--- config.mk ---
export PLATFORM = sky130hd
export DESIGN_NAME = baud_tickgen
export DESIGN_NICKNAME = d
export VERILOG_FILES = /design/src/rtl/baud_pkg.sv /design/src/rtl/baud_prescaler.sv /design/src/rtl/baud_binchain.sv /design/src/rtl/baud_bitdiv.sv /design/src/rtl/baud_tickgen.sv
export SDC_FILE = /design/constraint.sdc
export NUM_CORES = 1
export LEC_CHECK = 0
export ABC_AREA = 1
export CAP_MARGIN = 20
export CORE_MARGIN = 8
export CORE_UTILIZATION = 45
export DETAILED_ROUTE_END_ITERATION = 8
export GPL_ROUTABILITY_DRIVEN = 0
export HOLD_SLACK_MARGIN = 0.05
export PLACE_DENSITY = 0.62
export SYNTH_ARGS = -nofsm -noshare
export SYNTH_HDL_FRONTEND = slang
export SYNTH_HIERARCHICAL = 1
export SYNTH_SLANG_ARGS = --single-unit
--- constraint.sdc ---
create_clock -name clk -period 5.7 [get_ports clk]
set_input_delay 0.57 -clock clk [delete_from_list [all_inputs] [get_ports clk]]
set_output_delay 0.57 -clock clk [all_outputs]
set_load 0.02 [all_outputs]
--- src/rtl/baud_pkg.sv ---
package baud_pkg;

    localparam int PSEL_W = 2;
    localparam int RSEL_W = 3;
    localparam int PCNT_W = 4;
    localparam int OVS    = 16;

    // last count value of the prescaler for each select code
    function automatic logic [PCNT_W-1:0] pre_last(input logic [PSEL_W-1:0] sel);
        logic [PCNT_W-1:0] r;
        case (sel)
            2'b00:   r = PCNT_W'(0);
            2'b01:   r = PCNT_W'(2);
            2'b10:   r = PCNT_W'(3);
            default: r = PCNT_W'(12);
        endcase
        return r;
    endfunction

    typedef struct packed {
        logic [PCNT_W-1:0] cnt;
        logic [PCNT_W-1:0] last;
    } pre_st_t;

    typedef struct packed {
        logic rx;
        logic tx;
    } out_st_t;

endpackage

--- src/rtl/baud_prescaler.sv ---
module baud_prescaler
    import baud_pkg::*;
(
    input  logic              clk,
    input  logic              rst_n,
    input  logic [PSEL_W-1:0] sel_i,
    output logic              tick_o,
    output logic [PCNT_W-1:0] cnt_o,
    output logic [PCNT_W-1:0] last_o
);
    pre_st_t s_d, s_q;
    logic    wrap;

    always_comb begin
        s_d  = s_q;
        wrap = (s_q.cnt >= s_q.last);
        if (wrap) begin
            s_d.cnt  = '0;
            s_d.last = pre_last(sel_i);
        end else begin
            s_d.cnt  = s_q.cnt + 1'b1;
        end
    end

    always_ff @(posedge clk) begin
        if (!rst_n) begin
            s_q.cnt  <= '0;
            s_q.last <= pre_last(sel_i);
        end else begin
            s_q <= s_d;
        end
    end

    assign tick_o = wrap;
    assign cnt_o  = s_q.cnt;
    assign last_o = s_q.last;
endmodule

--- src/rtl/baud_binchain.sv ---
module baud_binchain #(
    parameter int SEL_W = 3
) (
    input  logic             clk,
    input  logic             rst_n,
    input  logic             en_i,
    input  logic [SEL_W-1:0] sel_i,
    output logic             tick_o
);
    localparam int CW = (1 << SEL_W) - 1;

    typedef struct packed {
        logic [CW-1:0]    cnt;
        logic [SEL_W-1:0] sh;
    } chain_st_t;

    chain_st_t     s_d, s_q;
    logic [CW-1:0] lim;
    logic          hit;

    // limit mask: the low sh bits set
    for (genvar i = 0; i < CW; i++) begin : g_mask
        assign lim[i] = (s_q.sh > SEL_W'(i));
    end

    always_comb begin
        s_d = s_q;
        hit = en_i && (s_q.cnt == lim);
        if (en_i) begin
            if (hit) begin
                s_d.cnt = '0;
                s_d.sh  = sel_i;
            end else begin
                s_d.cnt = s_q.cnt + 1'b1;
            end
        end
    end

    always_ff @(posedge clk) begin
        if (!rst_n) begin
            s_q.cnt <= '0;
            s_q.sh  <= sel_i;
        end else begin
            s_q <= s_d;
        end
    end

    assign tick_o = hit;
endmodule

--- src/rtl/baud_bitdiv.sv ---
module baud_bitdiv #(
    parameter int DIV = 16
) (
    input  logic clk,
    input  logic rst_n,
    input  logic en_i,
    output logic tick_o
);
    localparam int W = $clog2(DIV);

    logic [W-1:0] cnt_d, cnt_q;
    logic         hit;

    always_comb begin
        cnt_d = cnt_q;
        hit   = en_i && (cnt_q == W'(DIV - 1));
        if (en_i) begin
            cnt_d = hit ? '0 : cnt_q + 1'b1;
        end
    end

    always_ff @(posedge clk) begin
        if (!rst_n) cnt_q <= '0;
        else        cnt_q <= cnt_d;
    end

    assign tick_o = hit;
endmodule

--- src/rtl/baud_tickgen.sv ---
module baud_tickgen
    import baud_pkg::*;
(
    input  logic              clk,
    input  logic              rst_n,
    input  logic [PSEL_W-1:0] pre_sel_i,
    input  logic [RSEL_W-1:0] rate_sel_i,
    output logic              rx16_o,
    output logic              tx1_o
);
    logic              pre_tick;
    logic              ovs_tick;
    logic              bit_tick;
    logic [PCNT_W-1:0] pre_cnt;
    logic [PCNT_W-1:0] pre_lst;
    out_st_t           o_d, o_q;

    baud_prescaler u_pre (
        .clk    (clk),
        .rst_n  (rst_n),
        .sel_i  (pre_sel_i),
        .tick_o (pre_tick),
        .cnt_o  (pre_cnt),
        .last_o (pre_lst)
    );

    baud_binchain #(.SEL_W(RSEL_W)) u_chain (
        .clk    (clk),
        .rst_n  (rst_n),
        .en_i   (pre_tick),
        .sel_i  (rate_sel_i),
        .tick_o (ovs_tick)
    );

    baud_bitdiv #(.DIV(OVS)) u_bit (
        .clk    (clk),
        .rst_n  (rst_n),
        .en_i   (ovs_tick),
        .tick_o (bit_tick)
    );

    always_comb begin
        o_d.rx = ovs_tick;
        o_d.tx = bit_tick;
    end

    always_ff @(posedge clk) begin
        if (!rst_n) o_q <= '0;
        else        o_q <= o_d;
    end

    assign rx16_o = o_q.rx;
    assign tx1_o  = o_q.tx;
endmodule

After elaboration in Yosys (flattened, before gate mapping)
Cells that the tools add are included.

operators by class
  $add $sub $neg = 3
  multiply operators = 0
  divide/modulo/power cells = 0
  magnitude comparators = 8
  equal/unequal tests = 6
  shift operators = 0
  muxes and demuxes = 8
  bitwise logic cells = 1
  reduce and logical (&&, ||, !) cells = 5

operator list
  operator             number
  $mux 4               3
  $pmux 4 s3           1
  $gt 3x3->1 const B   3
  $mux 3               3
  $add 4x1->4 const B  2
  $add 7x1->7 const B  1
  $eq 7x7->1           1
  $mux 7               1
  $gt 3x1->1 const B   2
  $gt 3x2->1 const B   2
  $eq 4x4->1 const B   1
  $ge 4x4->1           1
  $ne 2x1->1 const B   2
  $eq 2x1->1 const B   1
  $eq 2x2->1 const B   1
  $logic_and 1x1->1    2
  $logic_not 2->1      1
  $reduce_and 2->1     1
  $reduce_or 2->1      1
  $not 1->1            1

word-level totals
  flip-flop bits (word level) = 24
  latch bits = 0
  memory bits (writable) = 0
  bits in read-only memories = 0
  input port bits = 7
  output and inout bits = 2
  logic and storage cells = 38
  memories kept = 0

Logic depth before layout (Yosys ltp)
  depth in word-level cells = 6
  mapped depth = 18
  depth with buffers taken out = 18

Cells and area by module
Netlist, hierarchy kept.

modules (own cells, without submodules)
  module          times used  cells each  area each (sq um)  seq. area each (sq um)
  baud_binchain   1           83          580.6              230.2
  baud_prescaler  1           41          417.9              170.2
  baud_bitdiv     1           28          191.4              80.1
  baud_tickgen    1           6           55.1               40.0

Worst setup path after synthesis
No wires, ideal clock.

  path kind = register to register
  start point = register u_pre.s_q (netlist bit u_pre/last_o[2])
  end point = register u_bit.cnt_q[3]
  library setup time = 0.111 ns
  data arrival time = 1.918 ns
  data required time = 5.589 ns
  setup slack = 3.672 ns
  cell stages (with the launch flop) = 18
  path buffers = 0
  period minus slack after synthesis = 2.028 ns
  cell sequence = edfxtp_1 inv_1 ha_1 nand2_2 inv_2 nand2_2 nand3_1 nand2_1 nor2_1 nand2_1 nor2_1 nand3_2 inv_1 nand2_2 nor2_1 nand2_1 nand2_1 nor2_1

on the way
  word-level cells in the longest chain between the ends = 4

RTL lines
  element                 line                  RTL
  start: declaration      baud_prescaler.sv:11  pre_st_t s_d, s_q;
  $ge 4x4->1 *            baud_prescaler.sv:16  wrap = (s_q.cnt >= s_q.last);
  net pre_tick            baud_tickgen.sv:11    logic pre_tick;
  $logic_and 1x1->1 *     baud_binchain.sv:28   hit = en_i && (s_q.cnt == lim);
  net ovs_tick            baud_tickgen.sv:12    logic ovs_tick;
  $logic_and 1x1->1       baud_bitdiv.sv:16     hit = en_i && (cnt_q == W'(DIV - 1));
  $mux 4                  baud_bitdiv.sv:18     cnt_d = hit ? '0 : cnt_q + 1'b1;
  end signal: assignment  baud_bitdiv.sv:24     else cnt_q <= cnt_d;
  end: declaration        baud_bitdiv.sv:11     logic [W-1:0] cnt_d, cnt_q;

The timed path passes the listed nets; every way through them passes the cells marked *.
A chain may end at the register's enable or synchronous reset.

Worst setup path in the final report
  start point = register u_pre.s_q (netlist bit u_pre/last_o[2])
  end point = register u_bit.cnt_q[0]

Same word-level chain as after synthesis.

==> insert_results.sql <==
INSERT INTO impl_metrics (metric_group, metric, value, unit) VALUES
('run_status', 'outcome', 'finished, final reports clean', ''),
('grt', 'grt-ovfl-total', '0', ''),
('cts', 'clock_insertion_delay_worst_skew', '0.31', 'ns'),
('logic_synthesis', 'syn_area_per_cell', '7.88', 'um2'),
('worst_setup_path', 'timing.critical_path.required', '5.91', 'ns'),
('min_path', 'worst_hold_path_type', 'reg2reg', ''),
('drt', 'drt.antenna.violating_nets', '0', ''),
('floorplan', 'fp.dieH', '68.4', 'um'),
('grt', 'gr-usage-met1', '12.2', '%'),
('worst_setup_path', 'critPathLaunchType', 'flip-flop', ''),
('floorplan', 'fp-row-count', '19', ''),
('pwr', 'leakagePower', '0.645', 'nW'),
('timing', 'setup_viol', '0', ''),
('cts', 'cts.htree.levels', '1', ''),
('logic_synthesis', 'synth.net_count', '173', ''),
('logic_synthesis', 'synthesis.yosys.warnings', '6', ''),
('drt', 'route.detailed.wl_per_inst', '10.7', 'um'),
('timing', 'fmax', '439', 'MHz'),
('pwr', 'p_total', '0.444', 'mW'),
('worst_setup_path', 'timing.critical_path.slowest_cell_delay', '0.36', 'ns'),
('timing', 'tightestPinTransition', '0.478', 'ns'),
('worst_setup_path', 'cp_capture_point', 'u_bit/cnt_q[0]', ''),
('cts', 'cts_post_setup_buffers_inserted', '0', ''),
('timing', 'min_period', '2.28', 'ns'),
('worst_setup_path', 'arrival', '2.49', 'ns'),
('worst_setup_path', 'cp_max_fo', '7', ''),
('logic_synthesis', 'netlist_area', '0.00124', 'mm2'),
('worst_setup_path', 'reg2reg_to', 'u_bit/cnt_q[0]', ''),
('worst_setup_path', 'end_kind', 'flip-flop', ''),
('job', 'max-cap-violations', '0', ''),
('drt', 'drt_pass1_iterations', '4', ''),
('layout', 'fin_cells', '200', ''),
('grt', 'grt_util_all_layers', '10.5', '%'),
('worst_setup_path', 'crit_slowest_cell', 'sky130_fd_sc_hd__edfxtp_1', ''),
('floorplan', 'placeableCoreArea', '0.00269', 'mm2'),
('layout', 'final_layout_size_suffix_gt1_share', '10.1', '%'),
('drt', 'detailroute.via_count', '955', ''),
('drt', 'post-route-drc-count', '0', ''),
('cts', 'clock_sinks', '23', ''),
('cts', 'clockRootBuffer', 'sky130_fd_sc_hd__clkbuf_4', ''),
('grt', 'largest_net_degree_at_the_start_of_global_routing', '15', ''),
('drt', 'vias_per_cell', '4.78', ''),
('worst_setup_path', 'crit_path_frequent_cell', 'sky130_fd_sc_hd__nand2_1', ''),
('placement', 'place.port_buffers', '8', ''),
('pwr', 'worst_ir_drop_vdd', '0.212', 'mV'),
('pwr', 'p_per_area', '320', 'mW/mm2'),
('floorplan', 'floorplan.io_pins', '9', ''),
('floorplan', 'floorplan.initialDensity', '46.1', '%'),
('cts', 'clk_pin_slew_worst_paths', '0.13', 'ns'),
('grt', 'grt_pass1_vias', '936', ''),
('worst_setup_path', 'rr_startpoint', 'u_pre/last_o[2]', ''),
('timing', 'clock-skew-final', '0.0123', 'ns'),
('drt', 'drt_iter0_drc', '81', ''),
('layout', 'final_nets', '186', ''),
('layout', 'layout.area.seq', '520', 'um2'),
('cts', 'tritoncts', 'yes', ''),
('layout', 'fillers', '281', ''),
('min_path', 'hold_path_depth', '1', ''),
('floorplan', 'die_x', '68.4', 'um'),
('drt', 'postRouteWirelength', '2130', 'um'),
('cts', 'hold_buffers', '0', ''),
('layout', 'antenna-diode-count', '0', ''),
('worst_setup_path', 'startpoint', 'u_pre/last_o[2]', ''),
('timing', 'setup_repair_after_global_routing_missed_its_margin', 'no', ''),
('worst_setup_path', 'cp_cell_sequence', 'inv_1, ha_1, nand2_2, inv_2, nand2_2, nand3_1, nand2_1, nor2_1, nand2_1, nor2_1, nand3_2, inv_1, nand4_1, nand3_1, nand2_1', ''),
('logic_synthesis', 'count_of_mapped_cells_out_of_synthesis', '157', ''),
('placement', 'dp_hpwl', '1690', 'um'),
('cts', 'cts_made_buffers', '3', ''),
('worst_setup_path', 'path_class', 'reg2reg', ''),
('timing', 'max_slew_violation_total_from_the_final_report', '0', ''),
('grt', 'met3_usage', '2.45', '%');
power breakdown:
group	switching (mW)	internal, mW
registers	0.0175	0.193
logic	0.0957	0.0614
clock network	0.0496	0.0268
total	0.163	0.281
cells in the final DEF, fill, tap and decap left out:
cell type / n
sky130_fd_sc_hd__nand2_1: 34
sky130_fd_sc_hd__inv_1: 26
sky130_fd_sc_hd__nor2_1: 23
sky130_fd_sc_hd__dfxtp_1: 17
sky130_fd_sc_hd__nand3_1: 12
sky130_fd_sc_hd__ha_1: 9
sky130_fd_sc_hd__clkdlybuf4s50_1: 8
sky130_fd_sc_hd__edfxtp_1: 6
sky130_fd_sc_hd__xor2_1: 5
sky130_fd_sc_hd__clkbuf_4: 3
sky130_fd_sc_hd__a21oi_1: 3
sky130_fd_sc_hd__nand2_2: 3
sky130_fd_sc_hd__nand4_1: 2
sky130_fd_sc_hd__o21ai_0: 2
sky130_fd_sc_hd__o21ai_1: 2
sky130_fd_sc_hd__inv_2: 2
sky130_fd_sc_hd__nor2_2: 2
sky130_fd_sc_hd__nand2_4: 2
sky130_fd_sc_hd__xnor2_1: 2
sky130_fd_sc_hd__clkinvlp_4: 1
sky130_fd_sc_hd__nand3_2: 1
sky130_fd_sc_hd__nor3_1: 1
sky130_fd_sc_hd__nor3_2: 1
sky130_fd_sc_hd__a21oi_4: 1
sky130_fd_sc_hd__nand4_4: 1
layout make-up:
class	count	area share (%)
Clock buffer	3	1.62
Clock inverter	1	0.542
Inverter	28	7.58
Multi-Input combinational cell	106	44.1
Sequential cell	23	37.5
Tap cell	31	2.80
Timing Repair Buffer	8	5.78
flip-flops by register name (all words and copies together), names as in the netlist:
name,count
u_chain/s_q,10
u_bit/cnt_q,4
u_pre/cnt_o,4
u_pre/last_o,3
rx16_o,1
tx1_o,1
worst min-delay path by stage:
stage                   start              to  slack, ns
3_3_place_gp   u_pre/cnt_o[0]  u_pre/cnt_o[0]       0.45
5_1_grt        u_pre/cnt_o[0]  u_pre/cnt_o[0]       0.52
2_1_floorplan  u_pre/cnt_o[0]  u_pre/cnt_o[0]       0.43
3_5_place_dp   u_pre/cnt_o[0]  u_pre/cnt_o[0]       0.47
4_1_cts        u_pre/cnt_o[0]  u_pre/cnt_o[0]       0.50
6_report       u_pre/cnt_o[0]  u_pre/cnt_o[0]       0.49
critical path: cells and delay by family (launching register included):
family | cells | cell delay, ns
adders and majority gates | 1 | 0.35
DFF | 1 | 0.36
buffers and inverters | 3 | 0.34
and+or+nand+nor | 11 | 1.14
metal layers:
| metal | up-vias | wire [um] |
|---|---|---|
| met5 | - | 0 |
| met4 | 0 | 21 |
| met3 | 2 | 61 |
| met2 | 10 | 1110 |
| met1 | 429 | 935 |
| li1 | 514 | - |
metrics by stage:
stage | cell area, um2 | hold slack, ns | utilization, %
floorplan | 1240 | 0.430 | -
global placement | 1360 | 0.453 | 50.5
detailed placement | 1360 | 0.466 | 50.5
CTS | 1390 | 0.496 | 51.6
global route | 1390 | 0.524 | 51.6
finish | 1390 | 0.487 | 51.6
No activity file was read; power rests on OpenSTA's default activity.
